### config.mk
export PLATFORM = sky130hd
export DESIGN_NAME = rstarb_top
export DESIGN_NICKNAME = d
export VERILOG_FILES = /design/src/rtl/rstarb_pkg.sv /design/src/rtl/rstarb_src_mask.sv /design/src/rtl/rstarb_order.sv /design/src/rtl/rstarb_top.sv
export SDC_FILE = /design/constraint.sdc
export NUM_CORES = 1
export LEC_CHECK = 0
export BUFFER_PORTS_ARGS = -buffer_cell sky130_fd_sc_hd__buf_4
export CAP_MARGIN = 20
export CORE_MARGIN = 10
export CORE_UTILIZATION = 52
export CTS_BUF_LIST = sky130_fd_sc_hd__clkbuf_16
export DETAILED_ROUTE_END_ITERATION = 10
export GPL_ROUTABILITY_DRIVEN = 0
export PLACE_DENSITY = 0.78
export SYNTH_ARGS = -nofsm -noshare
export SYNTH_HDL_FRONTEND = slang
export SYNTH_SLANG_ARGS = --single-unit
### constraint.sdc
create_clock -name clk -period 2.48 [get_ports clk]
set_input_delay 0.124 -clock clk [delete_from_list [all_inputs] [get_ports clk]]
set_output_delay 0.124 -clock clk [all_outputs]
set_load 0.01 [all_outputs]
### src/rtl/rstarb_pkg.sv
package rstarb_pkg;

    typedef enum logic [1:0] {
        ST_IDLE = 2'd0,
        ST_RST  = 2'd1,
        ST_WAKE = 2'd2
    } arb_st_e;

    typedef enum logic [1:0] {
        CAUSE_NONE  = 2'd0,
        CAUSE_HWREQ = 2'd2
    } cause_e;

endpackage

### src/rtl/rstarb_src_mask.sv
// Forms the per-source request vector: gated conditional bits, then
// software, escalation and power-glitch bits.
module rstarb_src_mask #(
    parameter int N_COND = 2,
    localparam int NV    = N_COND + 3
) (
    input  logic [N_COND-1:0] cond_req_i,
    input  logic [N_COND-1:0] cond_en_i,
    input  logic              sw_req_i,
    input  logic              esc_req_i,
    input  logic              main_pwr_ni,
    output logic [NV-1:0]     req_vec_o
);

    for (genvar i = 0; i < N_COND; i++) begin : g_cond
        assign req_vec_o[i] = cond_req_i[i] & cond_en_i[i];
    end

    assign req_vec_o[N_COND]   = sw_req_i;
    assign req_vec_o[N_COND+1] = esc_req_i;
    assign req_vec_o[N_COND+2] = ~main_pwr_ni;

endmodule

### src/rtl/rstarb_order.sv
// Keeps pending reset sources and a pending wakeup, and remembers which
// of the two arrived first.
module rstarb_order #(
    parameter int NV = 5
) (
    input  logic          clk,
    input  logic          rst_n,
    input  logic [NV-1:0] req_vec_i,
    input  logic          wake_evt_i,
    input  logic          take_rst_i,
    input  logic          take_wake_i,
    output logic [NV-1:0] pend_vec_o,
    output logic          wake_pend_o,
    output logic          rst_first_o
);

    typedef struct packed {
        logic [NV-1:0] pend;
        logic          wake;
        logic          first;
    } ord_t;

    ord_t ord_d, ord_q;

    always_comb begin
        pend_vec_o  = ord_q.pend | req_vec_i;
        wake_pend_o = ord_q.wake | wake_evt_i;
        // A reset that becomes pending is first unless a wakeup already waits.
        rst_first_o = (|ord_q.pend) ? ord_q.first : ~ord_q.wake;

        ord_d       = ord_q;
        ord_d.pend  = take_rst_i  ? '0   : pend_vec_o;
        ord_d.wake  = take_wake_i ? 1'b0 : wake_pend_o;
        // Once a wakeup is taken, any waiting reset precedes later wakeups.
        ord_d.first = take_wake_i ? 1'b1 : rst_first_o;
    end

    always_ff @(posedge clk or negedge rst_n) begin
        if (!rst_n) ord_q <= '0;
        else        ord_q <= ord_d;
    end

endmodule

### src/rtl/rstarb_top.sv
module rstarb_top
    import rstarb_pkg::*;
#(
    parameter int N_COND      = 2,
    parameter int RST_CYCLES  = 3,
    parameter int WAKE_CYCLES = 2,
    localparam int NV         = N_COND + 3,
    localparam int MAXC       = (RST_CYCLES > WAKE_CYCLES) ? RST_CYCLES : WAKE_CYCLES,
    localparam int CW         = $clog2(MAXC + 1)
) (
    input  logic              clk,
    input  logic              rst_n,
    input  logic [N_COND-1:0] cond_req_i,
    input  logic [N_COND-1:0] cond_en_i,
    input  logic              sw_req_i,
    input  logic              esc_req_i,
    input  logic              main_pwr_ni,
    input  logic              low_pwr_i,
    input  logic              wake_i,
    output logic              rst_req_o,
    output logic [1:0]        cause_o,
    output logic [NV-1:0]     vec_o,
    output logic [NV-1:0]     status_o,
    output logic              clk_en_o,
    output logic              wake_o
);

    localparam logic [CW-1:0] RST_LAST  = CW'(RST_CYCLES - 1);
    localparam logic [CW-1:0] WAKE_LAST = CW'(WAKE_CYCLES - 1);

    typedef struct packed {
        arb_st_e       st;
        logic [CW-1:0] cnt;
        logic [NV-1:0] vec;
        logic [NV-1:0] stat;
    } arb_t;

    arb_t s_d, s_q;

    logic [NV-1:0] req_vec, pend_vec;
    logic          wake_pend, rst_first, take_rst, take_wake, wake_evt;

    assign wake_evt = wake_i & low_pwr_i;

    rstarb_src_mask #(.N_COND(N_COND)) u_mask (
        .cond_req_i  (cond_req_i),
        .cond_en_i   (cond_en_i),
        .sw_req_i    (sw_req_i),
        .esc_req_i   (esc_req_i),
        .main_pwr_ni (main_pwr_ni),
        .req_vec_o   (req_vec)
    );

    rstarb_order #(.NV(NV)) u_order (
        .clk         (clk),
        .rst_n       (rst_n),
        .req_vec_i   (req_vec),
        .wake_evt_i  (wake_evt),
        .take_rst_i  (take_rst),
        .take_wake_i (take_wake),
        .pend_vec_o  (pend_vec),
        .wake_pend_o (wake_pend),
        .rst_first_o (rst_first)
    );

    always_comb begin
        s_d       = s_q;
        take_rst  = 1'b0;
        take_wake = 1'b0;
        unique case (s_q.st)
            ST_IDLE: begin
                s_d.cnt = '0;
                if ((|pend_vec) && (!wake_pend || rst_first)) begin
                    take_rst = 1'b1;
                    s_d.st   = ST_RST;
                    s_d.vec  = pend_vec;
                    s_d.stat = pend_vec;
                end else if (wake_pend) begin
                    take_wake = 1'b1;
                    s_d.st    = ST_WAKE;
                end
            end
            ST_RST: begin
                s_d.cnt = s_q.cnt + 1'b1;
                if (s_q.cnt == RST_LAST) begin
                    s_d.st  = ST_IDLE;
                    s_d.vec = '0;
                end
            end
            ST_WAKE: begin
                s_d.cnt = s_q.cnt + 1'b1;
                if (s_q.cnt == WAKE_LAST) s_d.st = ST_IDLE;
            end
            default: s_d.st = ST_IDLE;
        endcase
    end

    always_ff @(posedge clk or negedge rst_n) begin
        if (!rst_n) s_q <= '{st: ST_IDLE, cnt: '0, vec: '0, stat: '0};
        else        s_q <= s_d;
    end

    assign rst_req_o = (s_q.st == ST_RST);
    assign wake_o    = (s_q.st == ST_WAKE);
    assign clk_en_o  = ~rst_req_o;
    assign cause_o   = rst_req_o ? CAUSE_HWREQ : CAUSE_NONE;
    assign vec_o     = rst_req_o ? s_q.vec : '0;
    assign status_o  = s_q.stat;

endmodule

==> Word-level counts from Yosys, hierarchy flattened <==
Index checks and enable logic that the tools add are counted.
{ "totals": {"ff_bits": 21, "input_bits": 11, "output_inout_bits": 15, "word_cells": 56} }
{ "classes": {"addsub": 1, "eq_ne": 8, "n_mux": 20, "bitwise_logic": 8, "reduce_logical": 12} }
{ "op_table": {"columns": ["operator", "count"], "rows": [
  ["$mux W5", 3],
  ["$mux W10", 1],
  ["$mux W2", 5],
  ["$pmux W5 S2", 1],
  ["$reduce_or A5 Y1", 2],
  ["$mux W1", 8],
  ["$pmux W2 S3", 1],
  ["$reduce_and A3 Y1", 2],
  ["$or A5 B5 Y5", 1],
  ["$eq A2 B1 Y1 const B", 2],
  ["$eq A2 B2 Y1 const B", 2],
  ["$ne A2 B1 Y1 const B", 2],
  ["$pmux W2 S2", 1],
  ["$reduce_bool A2 Y1", 2],
  ["$and A1 B1 Y1", 3],
  ["$ne A3 B3 Y1 const B", 1],
  ["$not A1 Y1", 3],
  ["$add A2 B1 Y2 const B", 1],
  ["$logic_not A2 Y1", 1],
  ["$ne A2 B2 Y1 const B", 1],
  ["$reduce_and A2 Y1", 1],
  ["$reduce_or A2 Y1", 1],
  ["$logic_and A1 B1 Y1", 1],
  ["$logic_not A1 Y1", 1],
  ["2 further kinds", 2]
]} }

==> Depth between registers and ports, before layout <==
{ "logic_depth": {"ltp_word": 8, "ltp_mapped": 6, "ltp_nobuf": 6} }

==> Modules after synthesis <==
From an unflattened synthesis, not the netlist that was laid out.
{ "unflattened": {"hier_cells": 108, "area_unflattened_um2": 1173.6} }
{ "modules_own_cells": {"columns": ["mod", "instances", "cells_each", "area_per_inst_um2", "seq_area_each_um2"], "rows": [
  ["rstarb_top", 1, 79, 844.6, 350.3],
  ["rstarb_order", 1, 24, 297.8, 175.2],
  ["rstarb_src_mask", 1, 5, 31.3, 0.0]
]} }

==> Worst setup path after synthesis <==
No wires, ideal clock.
{ "synth_path": {"path_kind": "flip-flop to flip-flop", "startpoint": "register s_q[12] in the netlist's numbering", "endpoint": "register s_q, in the netlist status_o[4]", "arrival_time_ns": 1.719, "t_required_ns": 2.355, "slack_ns": 0.636, "stages_incl_launch_ff": 6, "synth_period_minus_slack_ns": 1.844, "cell_sequence": "dfrtp_1 inv_1 ha_1 inv_1 nor4_4 mux2_4"} }
{ "synth_via": {"elab_chain_len": 2} }
{ "synth_lines": {"columns": ["item", "line_no", "text"], "rows": [
  ["from (decl)", "rstarb_top.sv:38", "arb_t s_d, s_q;"],
  ["from (signal assigned)", "rstarb_top.sv:99", "if (!rst_n) s_q <= '{st: ST_IDLE, cnt: '0, vec: '0, stat: '0};"],
  ["$logic_not A2 Y1", "rstarb_top.sv:70", "unique case (s_q.st)"],
  ["$reduce_and A2 Y1 (no line)", null, null]
]} }
Every way passes these cells.
A chain may end at the register's enable or synchronous reset.

==> Worst setup path after layout <==
Same ends and word-level chain as after synthesis.

==> summary.md <==
| Metric | Value |
|---|---|
| Status | finished, final reports clean |
| Min-delay src | sw_req_i |
| Internal | 1.16 mW |
| Final period utilization | 83.9% |
| Crit. Startpoint | s_q[12] |
| Wire length per cell | 15.5 um |
| Post-Synth Adder-Cell Area | 6.75% |
| Die Y | 66.3 um |
| Post-CTS Setup Bufs | 0 |
| Worst EP required | 2620 ps |
| Final setup violation count | 0 |
| Final Hold Fails | 0 |
| Final worst-path setup slack | 399 ps |
| # diodes | 0 |
| Arrival @ worst endpoint | 2220 ps |
| Mux contribution to synthesized area | 5.85% |
| Post-detail-place hpwl | 1.94 mm |
| CP Cell Sequence | inv_1, ha_1, inv_1, nor4_4, mux2_4 |
| Simple-gate share of the synthesized area | 17.9% |
| Buf+Inv Stages, Crit Path | 2 |
| Starting Density | 55.6% |
| CP endpoint kind | flip-flop |
| DR vias | 818 |
| Leak | 0.676 nW |
| Place WS | 431 ps |
| Count of different cell masters after synthesis | 29 |
| Pwr Density | 1380 nW/um^2 |
| Ys async rst share | 100% |
| Initial antenna violation count | 0 |
| Clock Root Buffer | clkbuf_16 |
| Longest individual stage delay on the worst path | 680 ps |
| GRT Total Usage | 12.3% |
| Nets | 151 |
| Number of enable flip-flop cells after synthesis | 0 |
| Logic pwr share | 50.3% |
| Leading cell type in the layout, fill and taps excluded | buf_4 |
| Startpoint Class | flip-flop |
| Grt total ovfl | 0 |
| Syn_area_per_cell | 10.0 um^2 |
| Measured slew at the worst slew-check pin | 707 ps |
| Clock-pin transition on the worst setup and hold timing paths | 60 ps |
| First-pass GRT wire length | 4.31 mm |
| Setup CP Type | reg -> reg |
| DR iter-0 viols | 33 |
| Vias per inst | 5.11 |
| Core area | 2000 um^2 |
| Sink Count | 21 |
| CP top delay family | simple AND/OR/NAND/NOR gates |
| Pre-antenna DRT Iters | 4 |
| Max Cap Viol | 0 |
| Setup tns final | 0 ps |
| Synth top area share | 47.2% |
| Slowest-stage cell, CP | nor4_4 |
| Full die area | 4390 um^2 |
| RR Startpoint | s_q[12] |
| Port buffer count | 24 |
| Post-route ant nets | 0 |
| Synth area leaders | dfrtp_1, ha_1, inv_1, nor2_1, buf_4 |
| Net count after synthesis | 128 |
| Crit path top cell by count | inv_1 |
| Sw Share | 38.8% |
| Hold Path Class | in -> reg |
| CTS tree | yes |
| Core Rows | 16 |
| Final setup skew | 4.35 ps |
| Cts bufs inserted | 3 |
| Slew Viols, Final | 0 |
| H-tree Lvls | 1 |
| F_max | 481 MHz |
| WL final | 2.48 mm |
| Seq cells post-synth | 21 |
| Synth Cell Area | 1110 um^2 |
| Ports | 26 |
| Slew margin rel. | 52.5% |
| Min Hold Slack | 175 ps |
| Layout cell share with drive strength beyond 1 | 27.8% |
| Largest family of logic cells by synthesized area | simple AND/OR/NAND/NOR gates |
| Fin crit period | 2080 ps |
| Compound-gate portion of the synthesized area | 11.4% |
| Vias in the first global route | 920 |
| Clock share of power | 18.2% |
| Primary FF master, synth | dfrtp_1 |
| Unrepaired setup endpoints after global routing | no |
| Post-route DRC | 0 |
| Area growth, synth to finish | 23.1% |
| Crit path max fanout | 10 |
| Warnings from Yosys | 0 |
| Clk Latency, worst-skew pair | 250 ps |
| Largest net degree at the start of global routing | 22 |
| CTS resizes | 0 |
| Register area share after synthesis | 47.2% |
| Share of power burned in registers | 31.6% |
| Most frequent cells in the layout | buf_4, dfrtp_1, inv_1, nor2_1 |
| IR drop worst, VDD | 0.752 mV |
| P_sw | 0.734 mW |
| Die width | 66.3 um |
| Cells after synthesis | 111 |
| Clock Path Buffers | 2 |
| Post-Synth XOR/XNOR Area | 0% |
| Cell taking the most area after synthesis | dfrtp_1 |
==> stage by stage <==
step	total power, mW	area (um^2)	instances	util (%)
CTS	1.91	1370	160	68.4
global route	2.05	1370	160	68.4
detailed placement	1.55	1280	155	63.7
global placement	1.51	1280	155	63.7
finish	1.89	1370	160	68.4
floorplan	1.27	1110	111	-
==> Yosys cell counts (4+ instances only) <==
| cell type | instances |
|---|---|
| ha_1 | 6 |
| nand2_1 | 5 |
| inv_1 | 16 |
| dfrtp_1 | 21 |
| nor2_1 | 15 |
| mux2i_1 | 5 |
| buf_4 | 7 |
| a21oi_1 | 4 |
| o22ai_1 | 6 |
==> final timing paths <==
path	end	slack [ps]	cells after the start
worst min register to register	s_q[9]	520	2
max in group asynchronous	s_q[10]	1980	2
min in group asynchronous	status_o[3]	290	2
worst min-delay path	u_order.ord_q[4]	170	3
worst max register to register	status_o[4]	400	5
worst max-delay path	status_o[4]	400	5
==> worst min-delay path: stages <==
cell and delay [ps]:
buf_4 90, nor2_1 60, nor2_1 110
==> area by class of cell <==
cell class | instances | area (um^2)
clock buffer | 3 | 75.1
clock inverter | 1 | 7.51
fill | 161 | 633
inverter | 16 | 60.1
multi-input combinational | 66 | 469
sequential | 21 | 526
tap | 27 | 33.8
timing repair buffer | 26 | 198
==> flip-flops by register name, summed over array words and instances, names as in the netlist <==
register / cells
s_q: 9
status_o: 5
u_order.ord_q: 7
==> layer usage <==
metal / wire length (um) / global-route usage (%) / up-vias
met2: 1130 / 19.0 / 24
li1: - / - / 406
met5: 0 / 0 / -
met1: 1070 / 14.3 / 382
met4: 68 / 6.02 / 0
met3: 217 / 5.25 / 6
==> power by group through the flow <==
stage | combinational, mW | sequential (mW) | clock [mW]
floorplan | 0.691 | 0.576 | 0
global placement | 0.919 | 0.589 | 0
detailed placement | 0.949 | 0.603 | 0
CTS | 0.960 | 0.597 | 0.351
global route | 1.07 | 0.621 | 0.365
finish | 0.952 | 0.598 | 0.344
==> timing repair <==
item | CTS | global route
hold buffers | 1 | 0
setup endpoints to repair | 0 | 0
endpoints found under the hold margin | 21 | 0
==> cells by family (layout without fill, tap and decap cells) <==
group	Yosys count	count (layout)
and+or+nand+nor	34	34
buffers and inverters	24	46
DFF	21	21
AOI/OAI and AO/OA	19	19
adders and majority gates	6	6
muxes	6	6
other	1	1
Power figures use the tool's default switching activity.
